===== src/rtl/nps_pkg.sv =====
package nps_pkg;

    typedef enum logic [1:0] {
        OP_READ  = 2'd0,
        OP_PROG  = 2'd1,
        OP_ERASE = 2'd2
    } op_e;

    typedef enum logic [1:0] {
        RSP_OK      = 2'd0,
        RSP_FAIL    = 2'd1,
        RSP_TIMEOUT = 2'd2
    } rsp_e;

    typedef enum logic [3:0] {
        S_IDLE,
        S_CMD1,
        S_COL,
        S_ROW,
        S_DIN,
        S_CMD2,
        S_WAIT_LO,
        S_WAIT_HI,
        S_STAT_CMD,
        S_STAT_RD,
        S_DOUT,
        S_RESP
    } state_e;

    localparam logic [7:0] OPC_STATUS = 8'h70;

    // opcode that opens a transaction
    function automatic logic [7:0] opc_open(op_e op);
        logic [7:0] r;
        unique case (op)
            OP_READ:  r = 8'h00;
            OP_PROG:  r = 8'h80;
            OP_ERASE: r = 8'h60;
            default:  r = 8'h00;
        endcase
        return r;
    endfunction

    // opcode that starts the array operation
    function automatic logic [7:0] opc_confirm(op_e op);
        logic [7:0] r;
        unique case (op)
            OP_READ:  r = 8'h30;
            OP_PROG:  r = 8'h10;
            OP_ERASE: r = 8'hD0;
            default:  r = 8'h30;
        endcase
        return r;
    endfunction

endpackage


===== src/rtl/nps_page_buf.sv =====
module nps_page_buf #(
    parameter int DEPTH = 8,
    parameter int AW    = 3
) (
    input  logic          clk,
    input  logic          we,
    input  logic [AW-1:0] waddr,
    input  logic [7:0]    wdata,
    input  logic [AW-1:0] raddr,
    output logic [7:0]    rdata
);

    logic [7:0] mem [DEPTH];

    always_ff @(posedge clk) begin
        if (we) begin
            mem[waddr] <= wdata;
        end
    end

    // read is never destructive: a retry replays the same bytes
    assign rdata = mem[raddr];

endmodule


===== src/rtl/nps_addr_mux.sv =====
module nps_addr_mux #(
    parameter int COL_BYTES = 2,
    parameter int ROW_BYTES = 3,
    parameter int IW        = 4
) (
    input  logic [COL_BYTES*8-1:0] col,
    input  logic [ROW_BYTES*8-1:0] row,
    input  logic                   use_row,
    input  logic [IW-1:0]          idx,
    output logic [7:0]             byte_o
);

    logic [7:0] col_b [COL_BYTES];
    logic [7:0] row_b [ROW_BYTES];

    for (genvar g = 0; g < COL_BYTES; g++) begin : g_col
        assign col_b[g] = col[g*8 +: 8];
    end
    for (genvar g = 0; g < ROW_BYTES; g++) begin : g_row
        assign row_b[g] = row[g*8 +: 8];
    end

    // least significant byte leaves first
    always_comb begin
        byte_o = 8'h00;
        for (int i = 0; i < COL_BYTES; i++) begin
            if (!use_row && idx == IW'(i)) byte_o = col_b[i];
        end
        for (int i = 0; i < ROW_BYTES; i++) begin
            if (use_row && idx == IW'(i)) byte_o = row_b[i];
        end
    end

endmodule


===== src/rtl/nps_busy_timer.sv =====
module nps_busy_timer #(
    parameter int W = 16
) (
    input  logic         clk,
    input  logic         rst_n,
    input  logic         clr,
    input  logic         run,
    input  logic [W-1:0] limit,
    output logic         expired
);

    logic [W-1:0] cnt_q;

    always_ff @(posedge clk or negedge rst_n) begin
        if (!rst_n) begin
            cnt_q <= '0;
        end else if (clr) begin
            cnt_q <= '0;
        end else if (run && cnt_q != '1) begin
            cnt_q <= cnt_q + 1'b1;
        end
    end

    assign expired = run && (cnt_q >= limit);

endmodule


===== src/rtl/nand_page_seq.sv =====
module nand_page_seq
    import nps_pkg::*;
#(
    parameter int PAGE_BYTES = 8,
    parameter int COL_BYTES  = 2,
    parameter int ROW_BYTES  = 3,
    parameter int MAX_RETRY  = 3,
    parameter int TMO_W      = 16,
    localparam int PB_W      = $clog2(PAGE_BYTES)
) (
    input  logic                   clk,
    input  logic                   rst_n,
    input  logic                   req_valid,
    input  logic [1:0]             req_op,
    input  logic [COL_BYTES*8-1:0] req_col,
    input  logic [ROW_BYTES*8-1:0] req_row,
    output logic                   req_ready,
    input  logic [TMO_W-1:0]       busy_limit,
    input  logic                   wb_we,
    input  logic [PB_W-1:0]        wb_addr,
    input  logic [7:0]             wb_data,
    output logic                   rsp_valid,
    output logic [1:0]             rsp_code,
    output logic                   rd_valid,
    output logic [7:0]             rd_data,
    output logic                   nf_cle,
    output logic                   nf_ale,
    output logic                   nf_we_n,
    output logic                   nf_re_n,
    output logic [7:0]             nf_dq_out,
    output logic                   nf_dq_oe,
    input  logic [7:0]             nf_dq_in,
    input  logic                   nf_rb_n
);

    localparam int MAX_CR = (COL_BYTES > ROW_BYTES) ? COL_BYTES : ROW_BYTES;
    localparam int MAXN   = (PAGE_BYTES > MAX_CR) ? PAGE_BYTES : MAX_CR;
    localparam int IW     = $clog2(MAXN + 1);
    localparam int TW     = $clog2(MAX_RETRY + 1);

    localparam logic [IW-1:0] COL_LAST  = IW'(COL_BYTES - 1);
    localparam logic [IW-1:0] ROW_LAST  = IW'(ROW_BYTES - 1);
    localparam logic [IW-1:0] PAGE_LAST = IW'(PAGE_BYTES - 1);
    localparam logic [TW-1:0] RETRY_TOP = TW'(MAX_RETRY);

    state_e                 state_q, state_d;
    op_e                    op_q;
    logic [COL_BYTES*8-1:0] col_q;
    logic [ROW_BYTES*8-1:0] row_q;
    logic [IW-1:0]          idx_q;
    logic [TW-1:0]          tries_q;
    rsp_e                   rsp_q;
    logic                   rd_valid_q;
    logic [7:0]             rd_data_q;

    logic       req_take;
    logic       counting;
    logic       stat_fail;
    logic       can_retry;
    logic [7:0] addr_byte;
    logic [7:0] buf_byte;
    logic       tmr_clr, tmr_run, tmr_exp;

    assign req_take  = req_valid && (req_op != 2'd3);
    assign counting  = (state_q == S_COL) || (state_q == S_ROW) ||
                       (state_q == S_DIN) || (state_q == S_DOUT);
    assign stat_fail = nf_dq_in[0];
    assign can_retry = (op_q == OP_PROG) && (tries_q != RETRY_TOP);

    // each wait state starts with a fresh count
    assign tmr_run = (state_q == S_WAIT_LO) || (state_q == S_WAIT_HI);
    assign tmr_clr = (state_q == S_CMD2) || ((state_q == S_WAIT_LO) && !nf_rb_n);

    nps_addr_mux #(
        .COL_BYTES (COL_BYTES),
        .ROW_BYTES (ROW_BYTES),
        .IW        (IW)
    ) u_addr (
        .col     (col_q),
        .row     (row_q),
        .use_row (state_q == S_ROW),
        .idx     (idx_q),
        .byte_o  (addr_byte)
    );

    nps_page_buf #(
        .DEPTH (PAGE_BYTES),
        .AW    (PB_W)
    ) u_buf (
        .clk   (clk),
        .we    (wb_we),
        .waddr (wb_addr),
        .wdata (wb_data),
        .raddr (idx_q[PB_W-1:0]),
        .rdata (buf_byte)
    );

    nps_busy_timer #(
        .W (TMO_W)
    ) u_tmr (
        .clk     (clk),
        .rst_n   (rst_n),
        .clr     (tmr_clr),
        .run     (tmr_run),
        .limit   (busy_limit),
        .expired (tmr_exp)
    );

    // state register
    always_ff @(posedge clk or negedge rst_n) begin
        if (!rst_n) begin
            state_q <= S_IDLE;
        end else begin
            state_q <= state_d;
        end
    end

    // next state
    always_comb begin
        state_d = state_q;
        unique case (state_q)
            S_IDLE:     if (req_take) state_d = S_CMD1;
            S_CMD1:     state_d = (op_q == OP_ERASE) ? S_ROW : S_COL;
            S_COL:      if (idx_q == COL_LAST) state_d = S_ROW;
            S_ROW:      if (idx_q == ROW_LAST)
                            state_d = (op_q == OP_PROG) ? S_DIN : S_CMD2;
            S_DIN:      if (idx_q == PAGE_LAST) state_d = S_CMD2;
            S_CMD2:     state_d = S_WAIT_LO;
            S_WAIT_LO:  if (!nf_rb_n)     state_d = S_WAIT_HI;
                        else if (tmr_exp) state_d = S_RESP;
            S_WAIT_HI:  if (nf_rb_n)      state_d = (op_q == OP_READ) ? S_DOUT : S_STAT_CMD;
                        else if (tmr_exp) state_d = S_RESP;
            S_STAT_CMD: state_d = S_STAT_RD;
            S_STAT_RD:  state_d = (stat_fail && can_retry) ? S_CMD1 : S_RESP;
            S_DOUT:     if (idx_q == PAGE_LAST) state_d = S_RESP;
            S_RESP:     state_d = S_IDLE;
            default:    state_d = S_IDLE;
        endcase
    end

    // request capture, byte index, retry count, response and read capture
    always_ff @(posedge clk or negedge rst_n) begin
        if (!rst_n) begin
            op_q       <= OP_READ;
            col_q      <= '0;
            row_q      <= '0;
            idx_q      <= '0;
            tries_q    <= '0;
            rsp_q      <= RSP_OK;
            rd_valid_q <= 1'b0;
            rd_data_q  <= 8'h00;
        end else begin
            if (state_d != state_q) begin
                idx_q <= '0;
            end else if (counting) begin
                idx_q <= idx_q + 1'b1;
            end

            if (state_q == S_IDLE && req_take) begin
                op_q    <= op_e'(req_op);
                col_q   <= req_col;
                row_q   <= req_row;
                tries_q <= '0;
            end

            if (state_q == S_STAT_RD) begin
                if (stat_fail && can_retry) begin
                    tries_q <= tries_q + 1'b1;
                end
                rsp_q <= stat_fail ? RSP_FAIL : RSP_OK;
            end else if (tmr_run && state_d == S_RESP) begin
                rsp_q <= RSP_TIMEOUT;
            end else if (state_q == S_DOUT) begin
                rsp_q <= RSP_OK;
            end

            rd_valid_q <= (state_q == S_DOUT);
            if (state_q == S_DOUT) begin
                rd_data_q <= nf_dq_in;
            end
        end
    end

    // bus and host outputs
    always_comb begin
        nf_cle    = 1'b0;
        nf_ale    = 1'b0;
        nf_we_n   = 1'b1;
        nf_re_n   = 1'b1;
        nf_dq_out = 8'h00;
        nf_dq_oe  = 1'b0;
        unique case (state_q)
            S_CMD1: begin
                nf_cle    = 1'b1;
                nf_we_n   = 1'b0;
                nf_dq_oe  = 1'b1;
                nf_dq_out = opc_open(op_q);
            end
            S_COL, S_ROW: begin
                nf_ale    = 1'b1;
                nf_we_n   = 1'b0;
                nf_dq_oe  = 1'b1;
                nf_dq_out = addr_byte;
            end
            S_DIN: begin
                nf_we_n   = 1'b0;
                nf_dq_oe  = 1'b1;
                nf_dq_out = buf_byte;
            end
            S_CMD2: begin
                nf_cle    = 1'b1;
                nf_we_n   = 1'b0;
                nf_dq_oe  = 1'b1;
                nf_dq_out = opc_confirm(op_q);
            end
            S_STAT_CMD: begin
                nf_cle    = 1'b1;
                nf_we_n   = 1'b0;
                nf_dq_oe  = 1'b1;
                nf_dq_out = OPC_STATUS;
            end
            S_STAT_RD, S_DOUT: begin
                nf_re_n   = 1'b0;
            end
            S_IDLE, S_WAIT_LO, S_WAIT_HI, S_RESP: begin
            end
            default: begin
            end
        endcase
    end

    assign req_ready = (state_q == S_IDLE);
    assign rsp_valid = (state_q == S_RESP);
    assign rsp_code  = rsp_q;
    assign rd_valid  = rd_valid_q;
    assign rd_data   = rd_data_q;

endmodule


===== config.mk =====
export PLATFORM = sky130hd
export DESIGN_NAME = nand_page_seq
export DESIGN_NICKNAME = d
export VERILOG_FILES = /design/src/rtl/nps_pkg.sv /design/src/rtl/nps_page_buf.sv /design/src/rtl/nps_addr_mux.sv /design/src/rtl/nps_busy_timer.sv /design/src/rtl/nand_page_seq.sv
export SDC_FILE = /design/constraint.sdc
export NUM_CORES = 1
export LEC_CHECK = 0
export ABC_AREA = 1
export BUFFER_PORTS_ARGS = -buffer_cell sky130_fd_sc_hd__buf_2
export CAP_MARGIN = 20
export CELL_PAD_IN_SITES_DETAIL_PLACEMENT = 0
export CELL_PAD_IN_SITES_GLOBAL_PLACEMENT = 1
export CORE_AREA = 2 2 132 134
export DETAILED_ROUTE_END_ITERATION = 6
export DIE_AREA = 0 0 134 136
export MAX_ROUTING_LAYER = met4
export PLACE_DENSITY = 0.75
export REMOVE_ABC_BUFFERS = 1
export SLEW_MARGIN = 0
export SYNTH_ARGS = -nofsm -noshare
export SYNTH_HDL_FRONTEND = slang
export SYNTH_SLANG_ARGS = --single-unit

===== constraint.sdc =====
create_clock -name clk -period 3 [get_ports clk]
set_input_delay 0.6 -clock clk [delete_from_list [all_inputs] [get_ports clk]]
set_output_delay 0.6 -clock clk [all_outputs]
set_load 0.01 [all_outputs]

==> results_tabular.tex <==
\begin{tabular}{lr}
\hline
Metric & Value \\
\hline
\multicolumn{2}{l}{\textbf{Clock network}} \\
\quad Maximum level of the CTS H-tree & 4 \\
\quad Clock tree root driver cell & sky130\_fd\_sc\_hd\_\_clkbuf\_16 \\
\quad Number of buffers inserted during clock tree synthesis & 17 \\
\quad Clock-pin slew of the registers on the worst-case setup and hold paths & 0.06 ns \\
\quad CTS tree & yes \\
\quad Number of buffers on the longest clock path & 2 \\
\quad Clock sink total & 143 \\
\quad Clock latency on the worst-skew pair & 0.43 ns \\
\multicolumn{2}{l}{\textbf{GRT}} \\
\quad Vias in the first global route & 5396 \\
\quad Initial antenna violation count & 0 \\
\quad Global-route total usage across every layer & 0.206 \\
\quad Overflow after GRT & 0 \\
\quad Maximum number of pins on one net before global-route repair & 74 \\
\quad First-pass GRT wire length & 28.0 mm \\
\multicolumn{2}{l}{\textbf{Critical path}} \\
\quad Delay of the slowest critical-path stage & 0.40 ns \\
\quad Register-to-Register Path Depth & 9 \\
\quad Required time of the critical path & 2.40 ns \\
\quad Critical-path maximum fanout & 6 \\
\quad Ordered list of cells on the worst path & inv\_2, nand2\_1, nor2\_4, nand3\_2, clkinv\_1, a21oi\_1, nand2\_1, o211ai\_1, o211ai\_1, nand3\_1, buf\_2 \\
\quad Cell at the slowest stage of the critical path & sky130\_fd\_sc\_hd\_\_dfrtp\_1 \\
\quad Worst Setup End Kind & output pin \\
\quad Data arrival at the endpoint of the critical path & 2.25 ns \\
\quad Category of the worst setup path launch point & flop \\
\quad Worst Setup Path Type & flop to output pin \\
\multicolumn{2}{l}{\textbf{Job}} \\
\quad MaxCap Viol Count & 0 \\
\multicolumn{2}{l}{\textbf{Run status}} \\
\quad Outcome & finished, final reports clean \\
\multicolumn{2}{l}{\textbf{Timing}} \\
\quad Relative slew margins & 0.403 \\
\quad Endpoints failing hold & 0 \\
\quad Period Utilization, post-route & 0.951 \\
\quad Max-slew violation count & 0 \\
\quad Final count of negative-setup-slack endpoints & 0 \\
\quad Max Clock Freq & 0.351 GHz \\
\quad Least-Margin Pin Slew & 0.892 ns \\
\quad Final critical-path required period & 2.85 ns \\
\quad Final Skew & 0.00724 ns \\
\multicolumn{2}{l}{\textbf{Min path}} \\
\quad Type of the tightest min-delay check & input port to flop \\
\quad Worst hold path stage count & 3 \\
\multicolumn{2}{l}{\textbf{Detailed routing}} \\
\quad Vias & 5725 \\
\quad Violation count after the first detailed-route iteration & 374 \\
\quad Residual DRC count & 0 \\
\quad Final wirelength & 17.5 mm \\
\quad Count of nets left with antenna violations after detail routing & 0 \\
\quad Post-detailed-route wirelength per cell & 15.2 µm \\
\quad Drt pass-1 iters & 5 \\
\quad Detail-routed via count per cell & 4.98 \\
\multicolumn{2}{l}{\textbf{Cells and area}} \\
\quad Antenna Diode Count & 0 \\
\quad Share of layout cells above drive strength 1 & 0.210 \\
\quad Most common library cell in the layout ignoring fill and taps & sky130\_fd\_sc\_hd\_\_nand2\_1 \\
\quad Area growth from synthesis to final layout & 21.1\% \\
\quad Net count reported at finish & 1020 \\
\quad Area of all placed cells without fillers & 8590 µm² \\
\quad Share of the core filled with cells & 0.509 \\
\quad Non-filler instance count after layout & 1150 \\
\quad Commonest cells after routing, fill and taps aside & sky130\_fd\_sc\_hd\_\_nand2\_1, sky130\_fd\_sc\_hd\_\_buf\_2, sky130\_fd\_sc\_hd\_\_inv\_1 \\
\multicolumn{2}{l}{\textbf{Power and ir drop}} \\
\quad Leakage dissipation & 0.00394 µW \\
\quad Total power after layout & 7390 µW \\
\quad Maximum ir drop on the vdd rail & 494 µV \\
\quad P per Cell Area & 861 nW/µm² \\
\multicolumn{2}{l}{\textbf{Floorplanning}} \\
\quad Initial core utilization & 0.420 \\
\quad Core Region & 16900 µm² \\
\quad Boundary Pins & 108 \\
\quad Overall die area & 18200 µm² \\
\quad Die width & 134 µm \\
\quad Die Y & 136 µm \\
\quad Total number of placement rows & 48 \\
\multicolumn{2}{l}{\textbf{Yosys}} \\
\quad Yosys top cell area share & 0.279 \\
\quad Syn\_area\_per\_cell & 8.96 µm² \\
\quad Post-synth design cell area & 7090 µm² \\
\quad Count of cell types in the netlist & 39 \\
\quad Gate count of the mapped netlist & 791 \\
\quad Flops \& latches, synth & 143 \\
\quad Area leader, netlist & sky130\_fd\_sc\_hd\_\_dfrtp\_1 \\
\quad Total of warnings raised by yosys & 0 \\
\quad Sequential cell area fraction in the yosys report & 0.550 \\
\quad Most area-consuming cells after synthesis & sky130\_fd\_sc\_hd\_\_dfrtp\_1, sky130\_fd\_sc\_hd\_\_edfxtp\_1, sky130\_fd\_sc\_hd\_\_nand2\_1, sky130\_fd\_sc\_hd\_\_o21ai\_0, sky130\_fd\_sc\_hd\_\_ha\_1 \\
\multicolumn{2}{l}{\textbf{Place}} \\
\quad Count of port buffers added during placement & 107 \\
\quad Final GP Congestion & 0.878 \\
\quad Detailed-placement wirelength estimate & 12.4 mm \\
\quad Placement-stage cell area & 7920 µm² \\
\quad Number of cells after detailed placement & 1114 \\
\hline
\end{tabular}
worst max-delay path, delay by kind of cell (launching register included):
family	cells	cell delay, ns
AOI/OAI and AO/OA	3	0.30
buffers and inverters	3	0.45
DFF	1	0.40
and+or+nand+nor	5	0.67
state kept, by name (all words and copies together) (netlist names):
register and flops:
rsp_code 2, op_q 2, col_q 16, row_q 24, state_q 4, tries_q 2, u_buf.mem 64, rd_valid 1
u_tmr.cnt_q 16, idx_q 4, rd_data 8
per-layer routing:
layer  up-vias  share of wire  track usage
met1      2663           0.46        0.267
met2       145           0.48        0.326
li1       2892              -            -
met3        25          0.039       0.0384
met5         -              0            -
met4         0          0.018       0.0697
final timing paths:
path | startpoint | to | slack [ns]
min in group asynchronous | rst_n | rd_data[4]$_DFFE_PN0P_ | 0.53
min | req_row[16] | row_q[16]$_DFFE_PN0P_ | 0.37
min reg2reg | rd_data[4]$_DFFE_PN0P_ | rd_data[4]$_DFFE_PN0P_ | 0.47
max reg2reg | state_q[2]$_DFF_PN0_ | col_q[11]$_DFFE_PN0P_ | 0.84
max in group asynchronous | rst_n | idx_q[1]$_DFFE_PN0P_ | 1.83
max | state_q[3]$_DFF_PN0_ | nf_dq_out[5] | 0.15
cells by family after synthesis:
group	after synthesis	synth area share
and+or+nand+nor	346	0.209
AOI/OAI and AO/OA	155	0.123
DFF	143	0.550
buffers and inverters	117	0.0669
adders and majority gates	26	0.0459
xor gates and xnor gates	4	0.00494
report_power, final:
part	leakage, µW	switching, µW	internal [µW]	total [µW]
Combinational	0.00208	1690	908	2590
Clock	0.000276	870	1240	2110
Sequential	0.00158	221	2470	2690
area by class of cell:
class,instances,area (µm²)
fill,1641,8290
sequential,143,3900
multi-input combinational,531,2760
timing repair buffer,127,703
clock buffer,18,429
inverter,92,353
tap,225,282
clock inverter,14,156
cell usage after synthesis, drive strengths merged:
library cell / n
nor3: 10
nand3b: 1
a21oi: 33
a31oi: 2
o21ai: 86
clkbuf: 17
inv: 90
edfxtp: 64
dfrtp: 79
xnor2: 1
ha: 26
nor3b: 2
o211ai: 14
o22ai: 5
nor4: 1
nand3: 41
o31ai: 1
nand2: 192
clkinv: 2
xor2: 3
nor2: 88
o221ai: 11
a211oi: 1
o21a: 1
o2111ai: 1
buf: 8
nand4: 11
timing repair:
| item | in CTS | in global routing |
|---|---|---|
| endpoints found under the setup margin | 7 | 8 |
| pin swaps | 0 | 3 |
| buffers inserted | 0 | 3 |
| hold buffers | 1 | 0 |
| hold endpoints to repair | 6 | 0 |
| gates resized for setup | 5 | 13 |
through the flow:
stage	TNS, ns	worst slack, ns	hold slack, ns
floorplan	-0.285	-0.0955	0.304
global placement	0	0.389	0.424
detailed placement	0	0.360	0.424
CTS	0	0.0108	0.357
global route	-0.0125	-0.00831	0.360
finish	0	0.148	0.368
Note: power is estimated with default switching activity, not from simulation.
